===== config.mk =====
export PLATFORM = sky130hd
export DESIGN_NAME = burst_chunker
export DESIGN_NICKNAME = d
export VERILOG_FILES = /design/src/rtl/burst_chunker_pkg.sv /design/src/rtl/sts_word_asm.sv /design/src/rtl/chunk_sizer.sv /design/src/rtl/xfer_tally.sv /design/src/rtl/burst_chunker.sv
export SDC_FILE = /design/constraint.sdc
export NUM_CORES = 1
export LEC_CHECK = 0
export BUFFER_PORTS_ARGS = -buffer_cell sky130_fd_sc_hd__clkbuf_2
export CELL_PAD_IN_SITES_DETAIL_PLACEMENT = 1
export CELL_PAD_IN_SITES_GLOBAL_PLACEMENT = 1
export CORE_AREA = 2 2 152 80
export CTS_BUF_LIST = sky130_fd_sc_hd__clkbuf_4 sky130_fd_sc_hd__clkbuf_8 sky130_fd_sc_hd__clkbuf_16
export DETAILED_ROUTE_END_ITERATION = 7
export DIE_AREA = 0 0 154 82
export PLACE_DENSITY = 0.85
export SKIP_LAST_GASP = 1
export SLEW_MARGIN = 20
export SYNTH_ARGS = -nofsm -noshare
export SYNTH_HDL_FRONTEND = slang
export SYNTH_HIERARCHICAL = 1
export SYNTH_SLANG_ARGS = --single-unit

===== constraint.sdc =====
create_clock -name clk -period 9.44 [get_ports clk]
set_input_delay 1.416 -clock clk [delete_from_list [all_inputs] [get_ports clk]]
set_output_delay 1.416 -clock clk [all_outputs]
set_load 0.005 [all_outputs]

===== src/rtl/burst_chunker_pkg.sv =====
package burst_chunker_pkg;

    localparam int unsigned FRAME_CAP = 64;
    localparam int unsigned CHUNK_W   = $clog2(FRAME_CAP + 1);
    localparam int unsigned STS_LANES = 4;
    localparam int unsigned BURST_W   = 16;

    localparam logic [11:0] STS_OFS  = 12'h018;
    localparam logic [11:0] FIFO_OFS = 12'h024;

    typedef struct packed {
        logic [7:0]         upper;
        logic [BURST_W-1:0] burst;
        logic [7:0]         lower;
    } sts_word_t;

    typedef enum logic [2:0] {
        PH_IDLE,
        PH_STS_REQ,
        PH_STS_RX,
        PH_SIZE,
        PH_DAT_REQ,
        PH_DAT_XFER
    } phase_e;

endpackage


===== src/rtl/sts_word_asm.sv =====
module sts_word_asm #(
    parameter int unsigned LANES = 4
) (
    input  logic               clk,
    input  logic               rst,
    input  logic               clear,
    input  logic               bvalid,
    input  logic [7:0]         bdata,
    output logic [LANES*8-1:0] word,
    output logic               last
);
    localparam int unsigned IW = (LANES > 1) ? $clog2(LANES) : 1;

    logic [IW-1:0] idx_q;

    always_ff @(posedge clk) begin
        if (rst || clear) begin
            idx_q <= '0;
        end else if (bvalid) begin
            if (idx_q == IW'(LANES - 1)) idx_q <= '0;
            else                         idx_q <= idx_q + IW'(1);
        end
    end

    for (genvar g = 0; g < LANES; g++) begin : g_lane
        logic [7:0] lane_q;
        always_ff @(posedge clk) begin
            if (rst)                                lane_q <= '0;
            else if (bvalid && idx_q == IW'(g))     lane_q <= bdata;
        end
        assign word[g*8 +: 8] = lane_q;
    end

    assign last = bvalid && (idx_q == IW'(LANES - 1));

endmodule


===== src/rtl/chunk_sizer.sv =====
module chunk_sizer #(
    parameter int unsigned LEN_W   = 16,
    parameter int unsigned BURST_W = 16,
    parameter int unsigned CAP     = 64,
    parameter int unsigned CHUNK_W = 7
) (
    input  logic [LEN_W-1:0]   remaining,
    input  logic [BURST_W-1:0] burst,
    output logic [CHUNK_W-1:0] chunk,
    output logic               burst_zero
);
    localparam int unsigned CW0 = (LEN_W > BURST_W) ? LEN_W : BURST_W;
    localparam int unsigned CW  = (CW0 > CHUNK_W) ? CW0 : CHUNK_W;

    logic [CW-1:0] r_w, b_w, c_w, m1, m2;

    always_comb begin
        r_w = CW'(remaining);
        b_w = CW'(burst);
        c_w = CW'(CAP);
        m1  = (r_w < b_w) ? r_w : b_w;
        m2  = (m1 < c_w) ? m1 : c_w;
    end

    assign chunk      = m2[CHUNK_W-1:0];
    assign burst_zero = (burst == '0);

endmodule


===== src/rtl/xfer_tally.sv =====
module xfer_tally #(
    parameter int unsigned W = 7
) (
    input  logic         clk,
    input  logic         rst,
    input  logic         clear,
    input  logic         inc,
    input  logic [W-1:0] limit,
    output logic         last
);
    logic [W-1:0] cnt_q;

    always_ff @(posedge clk) begin
        if (rst || clear) cnt_q <= '0;
        else if (inc)     cnt_q <= cnt_q + W'(1);
    end

    assign last = inc && ((cnt_q + W'(1)) == limit);

endmodule


===== src/rtl/burst_chunker.sv =====
module burst_chunker
    import burst_chunker_pkg::*;
#(
    parameter int unsigned       LEN_W  = 16,
    parameter int unsigned       ADDR_W = 24,
    parameter logic [ADDR_W-1:0] BASE   = '0
) (
    input  logic                clk,
    input  logic                rst,
    input  logic                start,
    input  logic                dir,
    input  logic [LEN_W-1:0]    total_len,
    output logic                o_done,
    input  logic [7:0]          up_tdata,
    input  logic                up_tvalid,
    output logic                up_tready,
    output logic [7:0]          dn_tdata,
    output logic                dn_tvalid,
    output logic                xm_cmd_valid,
    input  logic                xm_cmd_ready,
    output logic                xm_cmd_read,
    output logic [ADDR_W-1:0]   xm_cmd_addr,
    output logic [CHUNK_W-1:0]  xm_cmd_len,
    output logic [7:0]          xm_wdata,
    output logic                xm_wvalid,
    input  logic                xm_wready,
    input  logic [7:0]          xm_rdata,
    input  logic                xm_rvalid
);
    localparam logic [ADDR_W-1:0] STS_ADDR  = BASE + ADDR_W'(STS_OFS);
    localparam logic [ADDR_W-1:0] FIFO_ADDR = BASE + ADDR_W'(FIFO_OFS);

    phase_e             phase_q;
    logic               dir_q;
    logic [LEN_W-1:0]   rem_q;
    logic [CHUNK_W-1:0] chunk_q;
    logic               done_q;

    sts_word_t          sts_w;
    logic               sts_last;
    logic [CHUNK_W-1:0] chunk_w;
    logic               burst_zero;
    logic               byte_evt;
    logic               tally_last;

    logic in_sts_rx, in_xfer;
    assign in_sts_rx = (phase_q == PH_STS_RX);
    assign in_xfer   = (phase_q == PH_DAT_XFER);

    assign byte_evt = in_xfer && (dir_q ? xm_rvalid : (xm_wvalid && xm_wready));

    sts_word_asm #(.LANES(STS_LANES)) u_asm (
        .clk    (clk),
        .rst    (rst),
        .clear  (phase_q == PH_STS_REQ),
        .bvalid (in_sts_rx && xm_rvalid),
        .bdata  (xm_rdata),
        .word   (sts_w),
        .last   (sts_last)
    );

    chunk_sizer #(
        .LEN_W   (LEN_W),
        .BURST_W (BURST_W),
        .CAP     (FRAME_CAP),
        .CHUNK_W (CHUNK_W)
    ) u_size (
        .remaining  (rem_q),
        .burst      (sts_w.burst),
        .chunk      (chunk_w),
        .burst_zero (burst_zero)
    );

    xfer_tally #(.W(CHUNK_W)) u_tally (
        .clk   (clk),
        .rst   (rst),
        .clear (phase_q == PH_DAT_REQ),
        .inc   (byte_evt),
        .limit (chunk_q),
        .last  (tally_last)
    );

    always_ff @(posedge clk) begin
        if (rst) begin
            phase_q <= PH_IDLE;
            dir_q   <= 1'b0;
            rem_q   <= '0;
            chunk_q <= '0;
            done_q  <= 1'b0;
        end else begin
            done_q <= 1'b0;
            unique case (phase_q)
                PH_IDLE: begin
                    if (start) begin
                        dir_q <= dir;
                        rem_q <= total_len;
                        if (total_len == '0) done_q  <= 1'b1;
                        else                 phase_q <= PH_STS_REQ;
                    end
                end
                PH_STS_REQ: begin
                    if (xm_cmd_ready) phase_q <= PH_STS_RX;
                end
                PH_STS_RX: begin
                    if (sts_last) phase_q <= PH_SIZE;
                end
                PH_SIZE: begin
                    if (burst_zero) begin
                        phase_q <= PH_STS_REQ;
                    end else begin
                        chunk_q <= chunk_w;
                        phase_q <= PH_DAT_REQ;
                    end
                end
                PH_DAT_REQ: begin
                    if (xm_cmd_ready) phase_q <= PH_DAT_XFER;
                end
                PH_DAT_XFER: begin
                    if (tally_last) begin
                        rem_q <= rem_q - LEN_W'(chunk_q);
                        if (rem_q == LEN_W'(chunk_q)) begin
                            done_q  <= 1'b1;
                            phase_q <= PH_IDLE;
                        end else begin
                            phase_q <= PH_STS_REQ;
                        end
                    end
                end
                default: phase_q <= PH_IDLE;
            endcase
        end
    end

    logic sts_req;
    assign sts_req      = (phase_q == PH_STS_REQ);
    assign xm_cmd_valid = sts_req || (phase_q == PH_DAT_REQ);
    assign xm_cmd_read  = sts_req || dir_q;
    assign xm_cmd_addr  = sts_req ? STS_ADDR : FIFO_ADDR;
    assign xm_cmd_len   = sts_req ? CHUNK_W'(STS_LANES) : chunk_q;

    assign xm_wdata  = up_tdata;
    assign xm_wvalid = in_xfer && !dir_q && up_tvalid;
    assign up_tready = in_xfer && !dir_q && xm_wready;

    assign dn_tdata  = xm_rdata;
    assign dn_tvalid = in_xfer && dir_q && xm_rvalid;

    assign o_done = done_q;

endmodule


Word-level counts from Yosys, hierarchy flattened

Index checks and enable logic that the tools add are counted.
Widths: inputs -> output; s select.

Bits in registers: 53
Bits of input ports: 40
Word-level logic and storage cells: 79

Add/subtract/negate cells: 3
$lt $le $gt $ge: 2
Equal/unequal tests: 16
Multiplexer cells: 23
Bitwise operators: 1
Reduce and logical (&&, ||, !) cells: 25

Operator list:

| cell                | count |
|---|---|
| $mux 16             | 3 |
| $logic_not 16->1    | 2 |
| $pmux 16 s2         | 1 |
| $mux 3              | 7 |
| $pmux 3 s6          | 1 |
| $eq 16x7->1         | 1 |
| $lt 16x16->1        | 1 |
| $lt 16x7->1 const B | 1 |
| $sub 16x7->16       | 1 |
| $mux 7              | 2 |
| $logic_and 1x1->1   | 12 |
| $ne 2x2->1 const B  | 6 |
| $add 7x1->7 const B | 1 |
| $eq 7x7->1          | 1 |
| $eq 3x2->1 const B  | 2 |
| $eq 3x3->1 const B  | 2 |
| $mux 1              | 6 |
| $mux 6              | 1 |
| $reduce_and 6->1    | 1 |
| $eq 2x2->1 const B  | 2 |
| $logic_or 1x1->1    | 4 |
| $reduce_and 2->1    | 2 |
| $eq 3x1->1 const B  | 1 |
| $logic_not 3->1     | 1 |
| other kinds (8)     | 8 |

Logic depth before layout (Yosys ltp)

Depth in word-level cells: 9
Mapped depth: 14

Modules after synthesis

Netlist, hierarchy kept.

Modules (own cells, without submodules):

| module        | instances | cells each | area each (um^2) | sequential area each (um^2) |
|---|---|---|---|---|
| burst_chunker | 1         | 316        | 2,333.5          | 560.5 |
| sts_word_asm  | 1         | 161        | 1,519.0          | 680.7 |
| chunk_sizer   | 1         | 77         | 609.3            | 0.0 |
| xfer_tally    | 1         | 58         | 499.2            | 140.1 |

Least setup slack after synthesis

No wires, ideal clock.

Path type: in2reg
Start: in up_tvalid
End: reg rem_q[8]
Setup time: 0.134 ns
Arrival time: 3.643 ns
Setup slack: 5.662 ns
Stages on the path: 10
Buffers on the path: 1
Path through: nor3b_1 > a21o_1 > buf_4 > o2111ai_1 > a2111oi_2 > and4b_1 > nor2_1 > or4_2 > nand3_1 > a31oi_1

Longest elaborated chain between the ends: 7

Ends and longest elaborated chain:

| element                           | line                 | RTL |
|---|---|---|
| from (decl)                       | burst_chunker.sv:15  | `input logic up_tvalid,` |
| $logic_and 1x1->1                 | burst_chunker.sv:142 | `assign xm_wvalid = in_xfer && !dir_q && up_tvalid;` |
| $logic_and 1x1->1                 | burst_chunker.sv:50  | `assign byte_evt = in_xfer && (dir_q ? xm_rvalid : (xm_wvalid && xm_wready));` |
| $mux 1                            | burst_chunker.sv:50  |  |
| $logic_and 1x1->1                 | burst_chunker.sv:50  |  |
| net byte_evt                      | burst_chunker.sv:43  | `logic byte_evt;` |
| $logic_and 1x1->1                 | xfer_tally.sv:18     | `assign last = inc && ((cnt_q + W'(1)) == limit);` |
| net tally_last                    | burst_chunker.sv:44  | `logic tally_last;` |
| $ne 2x2->1 (no source line)       | n/a                  |  |
| $reduce_and 3->1 (no source line) | n/a                  |  |
| to (signal assigned)              | burst_chunker.sv:96  | `rem_q <= total_len;` |
| to (signal assigned)              | burst_chunker.sv:120 | `rem_q <= rem_q - LEN_W'(chunk_q);` |
| to (decl)                         | burst_chunker.sv:35  | `logic [LEN_W-1:0] rem_q;` |

The timed path passes the listed nets, and every way through them passes these cells.
A chain may end at the register's enable or synchronous reset.

Worst setup path after layout

Start: reg phase_q[0]
End: reg rem_q[8]

Longest elaborated chain between the ends: 9
Elaborated cells on any way between the ends: 13
Classes of those cells: eq/ne: 3; mux: 2; reduce/logical: 8

Ends and longest elaborated chain:

| element                               | line                 | RTL |
|---|---|---|
| from (decl)                           | burst_chunker.sv:33  | `phase_e phase_q;` |
| from (signal assigned)                | burst_chunker.sv:85  | `phase_q <= PH_IDLE;` |
| from (signal assigned)                | burst_chunker.sv:98  | `else phase_q <= PH_STS_REQ;` |
| from (signal assigned)                | burst_chunker.sv:102 | `if (xm_cmd_ready) phase_q <= PH_STS_RX;` |
| $eq 3x3->1 (*)                        | burst_chunker.sv:48  | `assign in_xfer = (phase_q == PH_DAT_XFER);` |
| $logic_and 1x1->1 (2 in series)       | burst_chunker.sv:142 |  |
| $logic_and 1x1->1                     | burst_chunker.sv:50  |  |
| $mux 1                                | burst_chunker.sv:50  |  |
| $logic_and 1x1->1 (*)                 | burst_chunker.sv:50  |  |
| net byte_evt                          | burst_chunker.sv:43  |  |
| $logic_and 1x1->1 (*)                 | xfer_tally.sv:18     |  |
| net tally_last                        | burst_chunker.sv:44  |  |
| $ne 2x2->1 (no source line) (*)       | n/a                  |  |
| $reduce_and 3->1 (no source line) (*) | n/a                  |  |

The timed path passes the listed nets; every way through them passes the cells marked *.

==> load_flow_metrics.sql <==
INSERT INTO impl_metrics (metric_group, metric, value, unit) VALUES
('clock_tree', 'cts_hold_buf', '0', ''),
('sta', 'total_count_of_hold_check_failures_in_the_final_report', '0', ''),
('clock_tree', 'ctsHtreeMaxLevel', '2', ''),
('pwr', 'p_per_area', '211.4', 'mW/mm^2'),
('clock_tree', 'clock_tree.root_cell', 'clkbuf_16', ''),
('floorplan', 'std_cell_rows', '28', ''),
('detailed_routing', 'drt_drc_violations_left', '0', ''),
('worst_hold_path', 'hp-start', 'dir_q', ''),
('clock_tree', 'cts_buffer_depth', '2', ''),
('setup_path', 'critical-path-top-delay-family', 'simple AND/OR/NAND/NOR gates', ''),
('finish', 'area_delta_synth_final', '5.780', '%'),
('sta', 'fin_setup_tns', '0', 'ns'),
('detailed_routing', 'drt-wirelength-per-cell', '20.13', 'um'),
('setup_path', 'crit_path_start', 'phase_q[0]', ''),
('sta', 'timing.slew.headroom', '27.85', '%'),
('pwr', 'power', '0.0009634', 'W'),
('clock_tree', 'post_cts_sizing', '0', ''),
('global_routing', 'grt_pass1_wl', '22820', 'um'),
('run_status', 'run_status', 'finished, final reports clean', ''),
('clock_tree', 'tritoncts_buffer_count', '5', ''),
('floorplan', 'die_width', '154', 'um'),
('sta', 'finalClockSkew', '0.01226', 'ns'),
('pwr', 'combPwrFrac', '47.6', '%'),
('detailed_routing', 'highest_layer', 'met4', ''),
('detailed_routing', 'route.met3.wl', '1034', 'um'),
('finish', 'finalNonFillerCells', '704', ''),
('finish', 'antennaDiodeCount', '0', ''),
('pwr', 'vdd_ir_drop_max', '0.1423', 'mV'),
('detailed_routing', 'num_vias', '4048', ''),
('placement', 'place.port_buffers', '56', ''),
('pwr', 'power.share.clock', '20.8', '%'),
('detailed_routing', 'met2_length', '5718', 'um'),
('setup_path', 'worst-endpoint-arrival', '4.90', 'ns'),
('placement', 'dpl_worst_slack', '4.722', 'ns'),
('sta', 'fin_crit', '4.740', 'ns'),
('floorplan', 'top_level_ports', '93', ''),
('sta', 'finalSetupViolations', '0', ''),
('synthesis', 'synthesis.instances', '545', ''),
('finish', 'filler_cell_count', '1407', ''),
('setup_path', 'worst_setup_path_end_kind', 'register', ''),
('sta', 'unrepaired_setup_endpoints_after_global_routing', 'false', ''),
('global_routing', 'grt_use_total', '23.19', '%'),
('synthesis', 'syn_area', '0.004308', 'sq mm'),
('synthesis', 'synth-warning-count', '6', ''),
('setup_path', 'setup.worst_path.start_class', 'register', ''),
('setup_path', 'critical_path_class', 'reg -> reg', ''),
('flow_run', 'max_cap_viol_count', '0', ''),
('setup_path', 'r2r_start', 'phase_q[0]', ''),
('floorplan', 'fp.dieArea', '0.01263', 'sq mm'),
('finish', 'area_used_by_multi_input_combinational_logic', '0.002733', 'sq mm'),
('sta', 'fmax', '211.0', 'MHz'),
('floorplan', 'placeableCoreArea', '0.01139', 'sq mm'),
('setup_path', 'required_time_of_the_critical_path', '9.60', 'ns'),
('finish', 'drive_above_1_share', '19.31', '%'),
('setup_path', 'critical_path.slowest_cell', 'nand3b_1', ''),
('detailed_routing', 'detailedRoute.firstPassIterationCount', '4', ''),
('clock_tree', 'clkSlewWorstSetupHoldPaths', '0.08', 'ns'),
('floorplan', 'effective_utilization_at_floorplan', '37.84', '%'),
('synthesis', 'avgSynthCellArea', '7.904', 'sq um'),
('global_routing', 'initial_antenna_violation_count', '0', ''),
('sta', 'slew_viol_final', '0', ''),
('placement', 'place_inst', '696', ''),
('global_routing', 'first_global_vias', '4218', ''),
('floorplan', 'die_height', '82', 'um'),
('setup_path', 'crit_buf_inv', '0', ''),
('pwr', 'seqPwrFrac', '31.6', '%'),
('clock_tree', 'clk_latency', '0.31', 'ns'),
('detailed_routing', 'routed_via_density', '5.750', ''),
('setup_path', 'critical-path-max-stage-delay', '0.83', 'ns'),
('pwr', 'internal-power', '0.0005381', 'W'),
('detailed_routing', 'finalWirelength', '14170', 'um');
## power groups by stage
stage | logic (W) | registers [W] | clock network [W]
2_1_floorplan | 0.000369 | 0.000274 | 0
3_3_place_gp | 0.000425 | 0.000302 | 0
3_5_place_dp | 0.000448 | 0.000307 | 0
4_1_cts | 0.000451 | 0.000301 | 0.000203
5_1_grt | 0.000501 | 0.000309 | 0.000212
6_report | 0.000459 | 0.000305 | 0.000200
## final timing paths
check | depth (start not counted) | slack (ns) | to
hold reg to reg | 2 | 0.51 | dir_q
setup / recovery | 10 | 4.70 | rem_q[8]
hold / removal | 2 | 0.51 | dir_q
setup reg to reg | 10 | 4.70 | rem_q[8]
## through the flow
stage / utilization (%) / area, sq um / hold WS, ns
after floorplan: - / 4379 / 0.4658
after global routing: 40.02 / 4557 / 0.5690
after global placement: 38.68 / 4404 / 0.4867
after detailed placement: 38.68 / 4404 / 0.5016
final: 40.02 / 4557 / 0.5121
after CTS: 40.02 / 4557 / 0.5166
## layout by cell type (no fill, tap or decap), types with 6 or more instances in the layout
master and instances:
clkbuf_2 56, dfxtp_1 53, nor2_1 52, a21oi_1 38, nand2_1 37, inv_1 32, ha_1 27, nand3_1 26
conb_1 20, nor3_1 17, a21bo_2 17, a211oi_1 14, mux2i_1 14, o21ai_0 12, nand2b_1 7, nand4_1 7
xnor2_1 7, and3_1 6, or4_1 6
## cell type report
| type | instances | share of cell area (%) |
|---|---|---|
| multi-input combinational | 402 | 59.97 |
| sequential | 53 | 23.28 |
| timing repair buffer | 59 | 6.645 |
| clock buffer | 6 | 3.048 |
| inverter | 32 | 2.636 |
| clock inverter | 2 | 0.3020 |
| tap | 150 | 4.119 |
## per-layer routing
layer,GRT usage [%],vias up
li1,-,1904
met4,3.364,0
met3,6.280,14
met5,0,-
met1,33.18,1994
met2,35.52,136
## flip-flops by register name, indices dropped and copies added (netlist names)
signal,count
phase_q,3
u_asm/idx_q,2
chunk_q,7
u_asm/g_lane.lane_q,16
u_tally/cnt_q,7
o_done,1
rem_q,16
dir_q,1
## worst register-to-register path: stages, from the launching register on
cell and delay [ns]:
dfxtp_1 0.73, nand3b_1 0.83, nor3b_1 0.53, a21o_1 0.35, o2111ai_1 0.19, a2111oi_2 0.42, and4b_1 0.37, nor2_1 0.27
or4_2 0.71, nand3_1 0.11, a31oi_1 0.09
Power figures use the tool's default switching activity.
